### src/rtl/boot_sequencer.sv
module boot_sequencer #(
  parameter int NPROC = 4,
  parameter int AW = 20,
  parameter int DW = 32,
  parameter int TW = 16,
  parameter int STRIDE = 4,
  parameter logic [AW-1:0] BASE = 20'h10800,
  parameter logic [DW-1:0] HALT_VAL = 32'h0000_0010,
  parameter logic [DW-1:0] BOOT_VAL = 32'h0000_0030,
  localparam int IW = (NPROC > 1) ? $clog2(NPROC) : 1
) (
  input  logic          clk,
  input  logic          rst_n,
  input  logic          start,
  input  logic [TW-1:0] tmo_limit,
  output logic          wr_en,
  output logic [AW-1:0] wr_addr,
  output logic [DW-1:0] wr_data,
  output logic          img_req,
  input  logic          image_ready,
  output logic [IW-1:0] cur_idx,
  output logic          st_rd,
  input  logic [DW-1:0] st_data,
  output logic          busy,
  output logic          done,
  output logic          err,
  output logic [IW-1:0] err_idx
);

  typedef enum logic [2:0] {S_IDLE, S_HALT, S_WIMG, S_BOOT, S_POLL, S_ERR} state_t;

  state_t        state;
  logic [IW-1:0] idx;
  logic [TW-1:0] cnt;
  logic          armed;
  logic          done_q;
  logic [IW-1:0] eidx;

  wire           last       = (idx == IW'(NPROC - 1));
  wire [DW-1:0]  ready_word = {8'(idx) + 8'd1, {(DW-8){1'b0}}};
  wire           hit        = armed && (st_data == ready_word);

  assign wr_en   = (state == S_HALT) || (state == S_BOOT);
  assign wr_addr = BASE + AW'(idx) * AW'(STRIDE);
  assign wr_data = (state == S_BOOT) ? BOOT_VAL : HALT_VAL;
  assign img_req = (state == S_WIMG);
  assign st_rd   = (state == S_POLL);
  assign cur_idx = idx;
  assign busy    = (state != S_IDLE) && (state != S_ERR);
  assign done    = done_q;
  assign err     = (state == S_ERR);
  assign err_idx = eidx;

  always_ff @(posedge clk) begin
    if (!rst_n) begin
      state  <= S_IDLE;
      idx    <= '0;
      cnt    <= '0;
      armed  <= 1'b0;
      done_q <= 1'b0;
      eidx   <= '0;
    end else begin
      done_q <= 1'b0;
      case (state)
        S_IDLE, S_ERR: begin
          if (start) begin
            state <= S_HALT;
            idx   <= '0;
          end
        end
        S_HALT: begin
          if (last) begin
            idx   <= '0;
            state <= S_WIMG;
          end else begin
            idx <= idx + 1'b1;
          end
        end
        S_WIMG: begin
          if (image_ready) state <= S_BOOT;
        end
        S_BOOT: begin
          state <= S_POLL;
          cnt   <= '0;
          armed <= 1'b0;
        end
        S_POLL: begin
          if (hit) begin
            if (last) begin
              done_q <= 1'b1;
              idx    <= '0;
              state  <= S_IDLE;
            end else begin
              idx   <= idx + 1'b1;
              state <= S_WIMG;
            end
          end else if (cnt == tmo_limit) begin
            eidx  <= idx;
            state <= S_ERR;
          end else begin
            cnt   <= cnt + 1'b1;
            armed <= armed | (st_data != ready_word);
          end
        end
        default: state <= S_IDLE;
      endcase
    end
  end

  assert_halt_ascend_R2: assert property (@(posedge clk) disable iff (!rst_n)
    (wr_en && wr_data == HALT_VAL && $past(wr_en && wr_data == HALT_VAL))
      |-> (wr_addr == $past(wr_addr) + AW'(STRIDE)));

  assert_boot_follows_img_R4: assert property (@(posedge clk) disable iff (!rst_n)
    (img_req && image_ready) |=> (wr_en && wr_data == BOOT_VAL && $stable(cur_idx)));

  assert_single_boot_R4: assert property (@(posedge clk) disable iff (!rst_n)
    (wr_en && wr_data == BOOT_VAL) |=> !wr_en);

  assert_err_hold_R8: assert property (@(posedge clk) disable iff (!rst_n)
    (err && !start) |=> (err && $stable(err_idx) && !wr_en));

  assert_done_pulse_R9: assert property (@(posedge clk) disable iff (!rst_n)
    done |=> (!done && !busy));

  assert_start_ignored_R10: assert property (@(posedge clk) disable iff (!rst_n)
    (busy && start && !wr_en) |=> !(wr_en && wr_data == HALT_VAL && wr_addr == BASE));

endmodule

### config.mk
export PLATFORM = sky130hd
export DESIGN_NAME = boot_sequencer
export DESIGN_NICKNAME = d
export VERILOG_FILES = /design/src/rtl/boot_sequencer.sv
export SDC_FILE = /design/constraint.sdc
export NUM_CORES = 1
export LEC_CHECK = 0
export ABC_AREA = 1
export BUFFER_PORTS_ARGS = -buffer_cell sky130_fd_sc_hd__buf_2
export CORE_MARGIN = 4
export CORE_UTILIZATION = 45
export DETAILED_ROUTE_END_ITERATION = 7
export PLACE_DENSITY = 0.82
export SLEW_MARGIN = 10
export SYNTH_ARGS = -nofsm -noshare
export SYNTH_HDL_FRONTEND = slang
export SYNTH_SLANG_ARGS = --single-unit
### constraint.sdc
create_clock -name clk -period 2.5 [get_ports clk]
set_clock_uncertainty 0.05 [all_clocks]
set_input_delay 0.125 -clock clk [delete_from_list [all_inputs] [get_ports clk]]
set_output_delay 0.125 -clock clk [all_outputs]
set_load 0.05 [all_outputs]
==> flow_summary_export.csv, run 1 <==
group,metric,value,unit
status,status,"finished, final reports clean",
sta,period_needed,2103,ps
global_routing,track_usage,0.1667,
sta,holdWs,70.70,ps
die,dieArea,0.006784,mm^2
cells_and_area,fill_cells,564,
cells_and_area,n_antenna_cell,0,
logic_synthesis,synth.area.top_cells,"dfxtp_1 (20%), nand2_1 (17%), buf_4 (15%), nor2_1 (10%), inv_1 (7.8%)",
sta,fmax,475.4,MHz
detailed_routing,drc,0,
critical_path,cp_max_fo,17,
critical_path,worstSetupStartpointType,"flip-flop",
detailed_routing,wl,5811,um
sta,tns,0,ps
clock_tree,holdBufCountCts,0,
worst_hold_path,min-delay-start,"st_data[30]",
detailed_routing,antenna_left,0,
sta,hold_violations,0,
logic_synthesis,synth_edf_count,0,
sta,post-route-period-util,0.8413,
logic_synthesis,synth_flop_cell,"dfxtp_1",
worst_hold_path,holdPathEnd,"done$_SDFF_PN0_",
clock_tree,clockBufferDepth,2,
clock_tree,clock_latency,270,ps
worst_hold_path,hold_depth,4,
cells_and_area,utilization,0.5153,
critical_path,crit_type,"reg -> reg",
placement,dpl.hpwl,4775,um
pwr,p_per_area,760.2,mW/mm^2
critical_path,worstPathRequired,2610,ps
global_routing,antenna_found_initial,0,
cells_and_area,finalInstanceArea,0.002699,mm^2
detailed_routing,drt_first_pass_iters,4,
die,rows,26,
logic_synthesis,yosysWarningCount,0,
die,die_x,82.37,um
cells_and_area,final_nets,543,
logic_synthesis,async_flop_share,0,
logic_synthesis,yosysSeqAreaShare,0.2011,
die,start_util,0.4752,
logic_synthesis,syn_inst,430,
clock_tree,cts_tree,"built",
clock_tree,clk_pin_slew_worst_paths,90,ps
placement,port_buffers,64,
pwr,cellLeakagePower,0.001338,uW
critical_path,reg2reg_setup_slack,400,ps
global_routing,grt_overflow,0,
global_routing,grt_pass1_vias,2147,
pwr,ir_drop,0.5311,mV
critical_path,endpoint_kind,"flip-flop",
sta,setup-violations-final,0,
worst_hold_path,hold_class,"in -> reg",
logic_synthesis,syn_avg_cell_area,5.788,um^2
global_routing,grt_pass1_wl,9273,um
detailed_routing,num_vias,2575,
detailed_routing,viasPerCell,4.615,
flow_run,maxCapViolCount,0,
clock_tree,cts_buffers,3,
clock_tree,cts_resized,0,
cells_and_area,drive_gt1_frac,0.1680,
sta,final_max_slew_viol_count,0,
logic_synthesis,ys_ff_latch,25,
die,coreArea,0.005238,mm^2
clock_tree,root_buffer,"clkbuf_8",
detailed_routing,wl_per_cell,10.41,um
clock_tree,cts_max_level,1,
clock_tree,cts_setup_buffers,0,
placement,gp_congestion,0.9375,
logic_synthesis,netlist.area_leader.share,0.2011,
clock_tree,clock-sinks,25,
global_routing,grt_max_degree,19,
placement,post_dp_cell_area,0.002653,mm^2
logic_synthesis,synth_top_area_cell,"dfxtp_1",
critical_path,reg2reg_depth,12,
sta,grt_setup_unrepaired,"false",
critical_path,r2r-start,"cur_idx[0]$_SDFFE_PN0P_",
die,die_h,82.37,um
critical_path,crit_arrival,2210,ps
detailed_routing,drt_iter0_drc,210,
cells_and_area,area_delta_synth_final,8.447,%
logic_synthesis,synth_cell_types,32,
logic_synthesis,netlist_area,0.002489,mm^2
die,io_pins,114,
critical_path,reg2reg_to,"cnt[2]$_SDFFE_PN0P_",
## metal layers
layer,GRT usage,share of wire,routed length [um]
met1,0.2159,0.42,2466
met2,0.2989,0.49,2824
met3,0.01844,0.080,463
met4,0.02824,0.0096,56
met5,0,0,0
## metrics by stage
stage,total power [uW],setup slack (ps),std cells
after floorplan,1654,101.8,477
after global placement,1788,514.2,554
after detailed placement,1809,430.7,554
after CTS,2050,422.4,558
after global routing,2207,124.7,558
final,2052,396.7,558
## synth_stat cells (2+ instances only)
master	n
buf_4	51
conb_1	2
nand3b_1	2
ha_1	2
inv_1	52
o21ai_0	5
nand2_1	111
a21oi_1	24
nand3_1	31
nor3_1	8
nor2_1	68
nand2_2	2
clkbuf_1	3
nor4_1	5
xnor2_1	2
nor2_2	4
or2_2	3
a31oi_1	2
xor2_1	8
dfxtp_1	25
buf_2	3
nand4_1	7
## worst max-delay path: stages, from the launching register on
cell and delay (ps):
dfxtp_1 370, ha_1 350, inv_1 60, nand2_1 50, nand2_1 50, nor2_1 80, nand2_1 60, nor2_1 120
nand3_1 200, nand3_4 230, nand2_4 180, nor2_1 130, a21oi_1 50
## how the worst max path moves through the flow
stage                            start  cells past startpoint                     to
3_5_place_dp   cur_idx[0]$_SDFFE_PN0P_                     12    cnt[2]$_SDFFE_PN0P_
5_1_grt        cur_idx[0]$_SDFFE_PN0P_                     13  state[1]$_SDFFE_PN0P_
2_1_floorplan    state[1]$_SDFFE_PN0P_                      9  state[0]$_SDFFE_PN0P_
6_report       cur_idx[0]$_SDFFE_PN0P_                     12    cnt[2]$_SDFFE_PN0P_
3_3_place_gp   cur_idx[0]$_SDFFE_PN0P_                     12   cnt[12]$_SDFFE_PN0P_
4_1_cts        cur_idx[0]$_SDFFE_PN0P_                     12    cnt[2]$_SDFFE_PN0P_
## power breakdown
group / internal [uW] / total, uW / leakage (uW) / switching (uW)
Sequential: 462 / 542 / 0.000203 / 79.7
Combinational: 327 / 1270 / 0.00111 / 941
Clock: 111 / 242 / 0.0000255 / 130
Total: 901 / 2050 / 0.00134 / 1150
## sequential cells by signal (all words and copies together) (netlist names)
| register | count |
|---|---|
| cur_idx | 2 |
| done | 1 |
| armed | 1 |
| state | 3 |
| cnt | 16 |
| err_idx | 2 |
## area by class of cell
type / instances / area [um^2] / area share
Multi-Input combinational cell: 340 / 1530 / 0.5670
Sequential cell: 25 / 500.5 / 0.1854
Timing Repair Buffer: 66 / 335.3 / 0.1242
Inverter: 53 / 198.9 / 0.07371
Tap cell: 70 / 87.58 / 0.03245
Clock buffer: 3 / 41.29 / 0.01530
Clock inverter: 1 / 5.005 / 0.001854
## cell families after synthesis
group                    count (synthesis)  synth area share
adder cells (fa/ha/maj)                  2           0.01005
other                                    2          0.003018
flip-flops                              25            0.2011
AO/OA/AOI/OAI                           34           0.07190
buffers and inverters                  112            0.2549
AND/OR/NAND/NOR                        245            0.4238
XOR/XNOR                                10           0.03520
## cells in the final DEF, fill, tap and decap left out, types with 3 or more instances in the layout
master,instances
nand2_1,111
conb_1,49
clkbuf_8,3
nor2_1,68
nor4_1,5
xor2_1,8
nor3_1,8
o21ai_0,5
nand3_1,31
a21oi_1,24
or2_2,3
inv_1,52
nor2_2,4
nand4_1,7
dfxtp_1,25
buf_2,64
Note: power is estimated with default switching activity, not from simulation.
==> run 2, diff against run 1 <==
--- a/config.mk
+++ b/config.mk
@@ -5,12 +5,12 @@
 export SDC_FILE = /design/constraint.sdc
 export NUM_CORES = 1
 export LEC_CHECK = 0
-export ABC_AREA = 1
+export ABC_AREA = 0
 export BUFFER_PORTS_ARGS = -buffer_cell sky130_fd_sc_hd__buf_2
 export CORE_MARGIN = 4
 export CORE_UTILIZATION = 45
 export DETAILED_ROUTE_END_ITERATION = 7
-export PLACE_DENSITY = 0.82
+export PLACE_DENSITY = 0.86
 export SLEW_MARGIN = 10
 export SYNTH_ARGS = -nofsm -noshare
 export SYNTH_HDL_FRONTEND = slang
==> constraint.sdc (replaced) <==
create_clock -name clk -period 2 [get_ports clk]
set_clock_uncertainty 0.05 [all_clocks]
set_input_delay 0.1 -clock clk [delete_from_list [all_inputs] [get_ports clk]]
set_output_delay 0.1 -clock clk [all_outputs]
set_load 0.05 [all_outputs]
==> flow_summary_export.csv, run 2 <==
group,metric,value,unit
placement,port_buffers,64,
clock_tree,clk_pin_slew_worst_paths,90,ps
logic_synthesis,yosysSeqAreaShare,0.2443,
sta,tns,-11.99,ps
critical_path,worstPathRequired,2120,ps
die,die_h,75.47,um
cells_and_area,drive_gt1_frac,0.3540,
clock_tree,clock-sinks,25,
critical_path,reg2reg_depth,9,
sta,setup_ws,-7.735,ps
cells_and_area,final_nets,394,
logic_synthesis,netlist_area,0.002048,mm^2
cells_and_area,area_delta_synth_final,24.01,%
detailed_routing,viasPerCell,5.003,
logic_synthesis,syn_inst,260,
logic_synthesis,netlist.area_leader.share,0.2443,
global_routing,antenna_found_initial,0,
critical_path,reg2reg_setup_slack,-8,ps
die,io_pins,114,
pwr,p_per_area,738.8,mW/mm^2
critical_path,reg2reg_to,"err_idx[1]$_SDFFE_PN0P_",
logic_synthesis,ys_ff_latch,25,
cells_and_area,regMostFlops,"cnt",
logic_synthesis,synth.area.top_cells,"dfxtp_1 (24%), buf_4 (19%), xor2_1 (8.1%), a21oi_1 (4.6%), nor2_1 (3.5%)",
flow_run,maxCapViolCount,0,
logic_synthesis,synth_cell_types,43,
global_routing,grt_max_degree,18,
placement,dpl.hpwl,4021,um
logic_synthesis,yosysWarningCount,0,
sta,grt_setup_unrepaired,"true",
pwr,swShare,0.4811,
logic_synthesis,yosys.cell_count.top_type,"buf_4",
clock_tree,cts_buffers,3,
global_routing,grt_pass1_wl,7955,um
worst_hold_path,min-delay-start,"image_ready",
pwr,p_sw,902.8,uW
critical_path,cp_max_fo,5,
clock_tree,clock_latency,280,ps
logic_synthesis,synth_edf_count,0,
pwr,cellLeakagePower,0.001227,uW
sta,post-route-period-util,1.004,
cells_and_area,final_cell_mix,"buf_2 (64), conb_1 (49), buf_4 (25), dfxtp_1 (21)",
pwr,seqPwrFrac,0.314,
worst_hold_path,hold_depth,3,
die,coreArea,0.004384,mm^2
detailed_routing,antenna_left,0,
pwr,p_int,973.8,uW
detailed_routing,drt_iter0_drc,142,
sta,setup-violations-final,2,
cells_and_area,final_common_cell,"buf_2",
worst_hold_path,hold_class,"in -> reg",
pwr,ir_drop,0.7368,mV
detailed_routing,num_vias,1956,
sta,final_max_slew_viol_count,0,
clock_tree,root_buffer,"clkbuf_8",
critical_path,endpoint_kind,"flip-flop",
critical_path,crit_type,"reg -> reg",
sta,holdWs,101.3,ps
detailed_routing,wl,5155,um
sta,fmax,498.1,MHz
sta,hold_violations,0,
die,start_util,0.4672,
die,die_x,75.47,um
clock_tree,cts_max_level,1,
pwr,clkPwrFrac,0.171,
clock_tree,clockBufferDepth,2,
die,dieArea,0.005695,mm^2
logic_synthesis,syn_avg_cell_area,7.878,um^2
cells_and_area,top_regs,"cnt: 16 flops, state: 3 flops",
logic_synthesis,synth_flop_cell,"dfxtp_1",
detailed_routing,drc,0,
critical_path,worstSetupStartpointType,"flip-flop",
detailed_routing,wl_per_cell,13.18,um
worst_hold_path,holdPathEnd,"state[1]$_SDFFE_PN0P_",
logic_synthesis,async_flop_share,0,
cells_and_area,largest_reg_flops,16,
logic_synthesis,synth_top_area_cell,"dfxtp_1",
placement,gp_congestion,0.8607,
sta,period_needed,2008,ps
logic_synthesis,netlist_top_cells_count,"buf_4 (53), dfxtp_1 (25), a21oi_1 (19), nor2_1 (19), xor2_1 (19)",
detailed_routing,drt_first_pass_iters,4,
pwr,combPwrFrac,0.516,
critical_path,r2r-start,"cur_idx[1]$_SDFFE_PN0P_",
clock_tree,holdBufCountCts,0,
die,rows,24,
global_routing,grt_overflow,0,
clock_tree,cts_tree,"built",
critical_path,crit_arrival,2120,ps
global_routing,grt_pass1_vias,1838,
cells_and_area,n_antenna_cell,0,
status,violations,"negative setup slack",
status,status,"complete, but fails checks",
global_routing,track_usage,0.1775,
[run 2: layout make-up]
cell class	instances	area (um^2)
Multi-Input combinational cell	214	1359
Inverter	5	18.77
Fill cell	407	1844
Clock inverter	1	6.256
Tap cell	52	65.06
Timing Repair Buffer	91	539.3
Clock buffer	3	41.29
Sequential cell	25	510.5
[run 2: timing repair]
| item | in CTS | in global routing |
|---|---|---|
| endpoints found under the setup margin | 3 | 16 |
| cloned | 0 | 0 |
| setup buffers | 2 | 0 |
| gates resized for setup | 3 | 12 |
| pin swaps | 2 | 5 |
[run 2: kinds of logic (layout without fill, tap and decap cells)]
group                    Yosys count  count (layout)  share of synthesized area
buffers and inverters             68             100                     0.2248
adder cells (fa/ha/maj)            2               2                    0.01222
other                              2              49                   0.003667
multiplexers                       5               5                    0.02444
AND/OR/NAND/NOR                   89              89                     0.2499
XOR/XNOR                          19              19                    0.08125
AO/OA/AOI/OAI                     50              50                     0.1594
flip-flops                        25              25                     0.2443
[run 2: metrics by stage]
step,setup WS [ps],total power (uW),std cells,area (um^2),util
after detailed placement,-20.51,1533,385,2402,0.5479
after global placement,43.41,1519,385,2402,0.5479
after global routing,-58.79,1990,391,2540,0.5793
after CTS,-12.11,1863,391,2482,0.5662
after floorplan,-8.577,1418,307,2258,-
final,-7.735,1877,391,2540,0.5793
[run 2: routing by layer]
layer | wire (um) | vias to the layer above | track usage
li1 | - | 973 | -
met1 | 2026 | 881 | 0.2148
met2 | 2671 | 100 | 0.3308
met5 | 0 | - | 0
met3 | 450 | 2 | 0.03166
met4 | 7 | 0 | 0.02913
[run 2: worst max path at each step]
stage | from | end | slack (ps) | cells after the start
6_report | cur_idx[1]$_SDFFE_PN0P_ | err_idx[1]$_SDFFE_PN0P_ | -8 | 9
5_1_grt | cur_idx[1]$_SDFFE_PN0P_ | err_idx[1]$_SDFFE_PN0P_ | -60 | 9
4_1_cts | cur_idx[1]$_SDFFE_PN0P_ | cur_idx[1]$_SDFFE_PN0P_ | -10 | 6
3_5_place_dp | cur_idx[1]$_SDFFE_PN0P_ | cur_idx[1]$_SDFFE_PN0P_ | -20 | 6
3_3_place_gp | cur_idx[1]$_SDFFE_PN0P_ | cur_idx[1]$_SDFFE_PN0P_ | 40 | 6
2_1_floorplan | cur_idx[0]$_SDFFE_PN0P_ | cur_idx[0]$_SDFFE_PN0P_ | -9 | 6
[run 2: worst max-delay path: stages, from the launching register on]
cell and delay (ps):
dfxtp_4 380, ha_4 280, xor2_2 200, nor3_4 70, buf_4 140, and4bb_2 240
nor3_2 180, buf_4 150, mux2i_1 170, nor2_1 50
[run 2: power groups by stage]
| stage | Sequential (uW) | Combinational, uW | Clock, uW |
|---|---|---|---|
| final | 589 | 968 | 320 |
| after global routing | 596 | 1040 | 356 |
| after CTS | 587 | 952 | 324 |
| after detailed placement | 597 | 935 | 0 |
| after global placement | 595 | 924 | 0 |
| after floorplan | 622 | 797 | 0 |
==> run 3, diff against run 2 <==
==> constraint.sdc (replaced) <==
create_clock -name clk -period 2.1 [get_ports clk]
set_clock_uncertainty 0.05 [all_clocks]
set_input_delay 0.105 -clock clk [delete_from_list [all_inputs] [get_ports clk]]
set_output_delay 0.105 -clock clk [all_outputs]
set_load 0.05 [all_outputs]
==> flow_summary_export.csv, run 3 (synthesis results as in run 2) <==
group,metric,value,unit
sta,setup-violations-final,0,
detailed_routing,viasPerCell,4.945,
die,die_h,75.47,um
critical_path,worstPathRequired,2230,ps
sta,holdWs,93.09,ps
clock_tree,root_buffer,"clkbuf_8",
global_routing,track_usage,0.1661,
detailed_routing,antenna_left,0,
cells_and_area,stdcell_count,382,
sta,final_max_slew_viol_count,0,
sta,period_needed,2024,ps
sta,post-route-period-util,0.9637,
clock_tree,cts_buffers,3,
placement,post-place-cells,374,
cells_and_area,final_nets,385,
sta,tns,0,ps
pwr,ir_drop,0.6063,mV
critical_path,endpoint_kind,"flip-flop",
clock_tree,clock-sinks,25,
cells_and_area,final_common_cell,"buf_2",
die,start_util,0.4672,
status,status,"finished, final reports clean",
clock_tree,clock_latency,290,ps
pwr,p_total,1778,uW
pwr,p_per_area,737.0,mW/mm^2
die,coreArea,0.004384,mm^2
global_routing,antenna_found_initial,0,
placement,dpl.hpwl,3735,um
die,dieArea,0.005695,mm^2
die,rows,24,
detailed_routing,wl_per_cell,12.62,um
cells_and_area,final_cell_mix,"buf_2 (64), conb_1 (49), dfxtp_1 (23), nor2_1 (19), a21oi_1 (19)",
detailed_routing,drt_iter0_drc,144,
critical_path,worstSetupStartpointType,"flip-flop",
cells_and_area,largest_reg_flops,16,
critical_path,slowest_stage,"a2111o_1",
clock_tree,cts_tree,"built",
sta,hold_violations,0,
die,io_pins,114,
placement,port_buffers,64,
clock_tree,cts_max_level,1,
placement,gp_congestion,0.8961,
critical_path,crit_type,"reg -> reg",
pwr,cellLeakagePower,0.001146,uW
cells_and_area,n_antenna_cell,0,
critical_path,critical-path-max-stage-delay,470,ps
detailed_routing,drc,0,
worst_hold_path,hold_class,"in -> reg",
cells_and_area,regMostFlops,"cnt",
critical_path,cp_cell_sequence,"ha_4, xor2_2, nor3_4, nand4bb_4, a2111o_1, a32o_1",
global_routing,grt_overflow,0,
flow_run,maxCapViolCount,0,
die,die_x,75.47,um
cells_and_area,area_delta_synth_final,17.78,%
clock_tree,clockBufferDepth,2,
cells_and_area,top_regs,"cnt: 16 flops, state: 3 flops",
detailed_routing,num_vias,1889,
global_routing,grt_max_degree,18,
clock_tree,clk_pin_slew_worst_paths,90,ps
critical_path,crit_arrival,2150,ps
sta,fmax,494.1,MHz
global_routing,grt_pass1_vias,1718,
critical_path,cp_max_fo,7,
detailed_routing,drt_first_pass_iters,4,
cells_and_area,drive_gt1_frac,0.3152,
detailed_routing,wl,4819,um
sta,grt_setup_unrepaired,"false",
global_routing,grt_pass1_wl,7514,um
[run 3: changes by cell type in the layout (fill, tap and decap cells not counted), sizes merged]
cell | before | now
buf | 91 | 82
[run 3: what timing repair did]
action | in CTS | in global routing
buffers inserted | 0 | 4
endpoints found under the setup margin | 0 | 8
resized for setup | 0 | 5
hold buffers | 0 | 0
[run 3: area by class of cell]
cell class / instances / area (um^2)
clock inverter: 1 / 6.256
tap: 52 / 65.06
fill: 413 / 1972
inverter: 5 / 18.77
multi-input combinational: 214 / 1318
sequential: 25 / 508.0
clock buffer: 3 / 41.29
timing repair buffer: 82 / 455.4
[run 3: power by group]
| group | total [uW] | switching, uW | internal [uW] | leakage [uW] |
|---|---|---|---|---|
| logic | 885 | 615 | 270 | 0.000917 |
| clock network | 313 | 177 | 136 | 0.0000260 |
| registers | 580 | 68.1 | 512 | 0.000203 |
[run 3: final timing paths]
path / cells after the start / end / from / slack, ps
worst max-delay path: 6 / cur_idx[0]$_SDFFE_PN0P_ / cur_idx[0]$_SDFFE_PN0P_ / 80
worst min-delay path: 3 / state[1]$_SDFFE_PN0P_ / image_ready / 90
worst min register to register: 2 / cnt[15]$_SDFFE_PN0P_ / cnt[15]$_SDFFE_PN0P_ / 450
worst max register to register: 6 / cur_idx[0]$_SDFFE_PN0P_ / cur_idx[0]$_SDFFE_PN0P_ / 80
[run 3: layer usage]
| layer | vias to the layer above | GRT usage | wire length (um) |
|---|---|---|---|
| met5 | - | 0 | 0 |
| met4 | 0 | 0.02330 | 40 |
| met3 | 3 | 0.02902 | 400 |
| met2 | 77 | 0.2867 | 2269 |
| met1 | 853 | 0.2223 | 2108 |
| li1 | 956 | - | - |
[run 3: per-stage QoR]
stage,setup slack (ps),util,instance area (um^2)
detailed placement,13.08,0.5251,2302
floorplan,23.02,-,2253
CTS,1.153,0.5360,2350
global route,2.161,0.5502,2412
global placement,77.86,0.5251,2302
finish,76.24,0.5502,2412
[run 3: critical path, delay by kind of cell (launching register included)]
family	cells	cell delay, ps
AND/OR/NAND/NOR	2	380
XOR/XNOR	1	180
adder cells (fa/ha/maj)	1	250
AO/OA/AOI/OAI	2	690
flip-flops	1	380
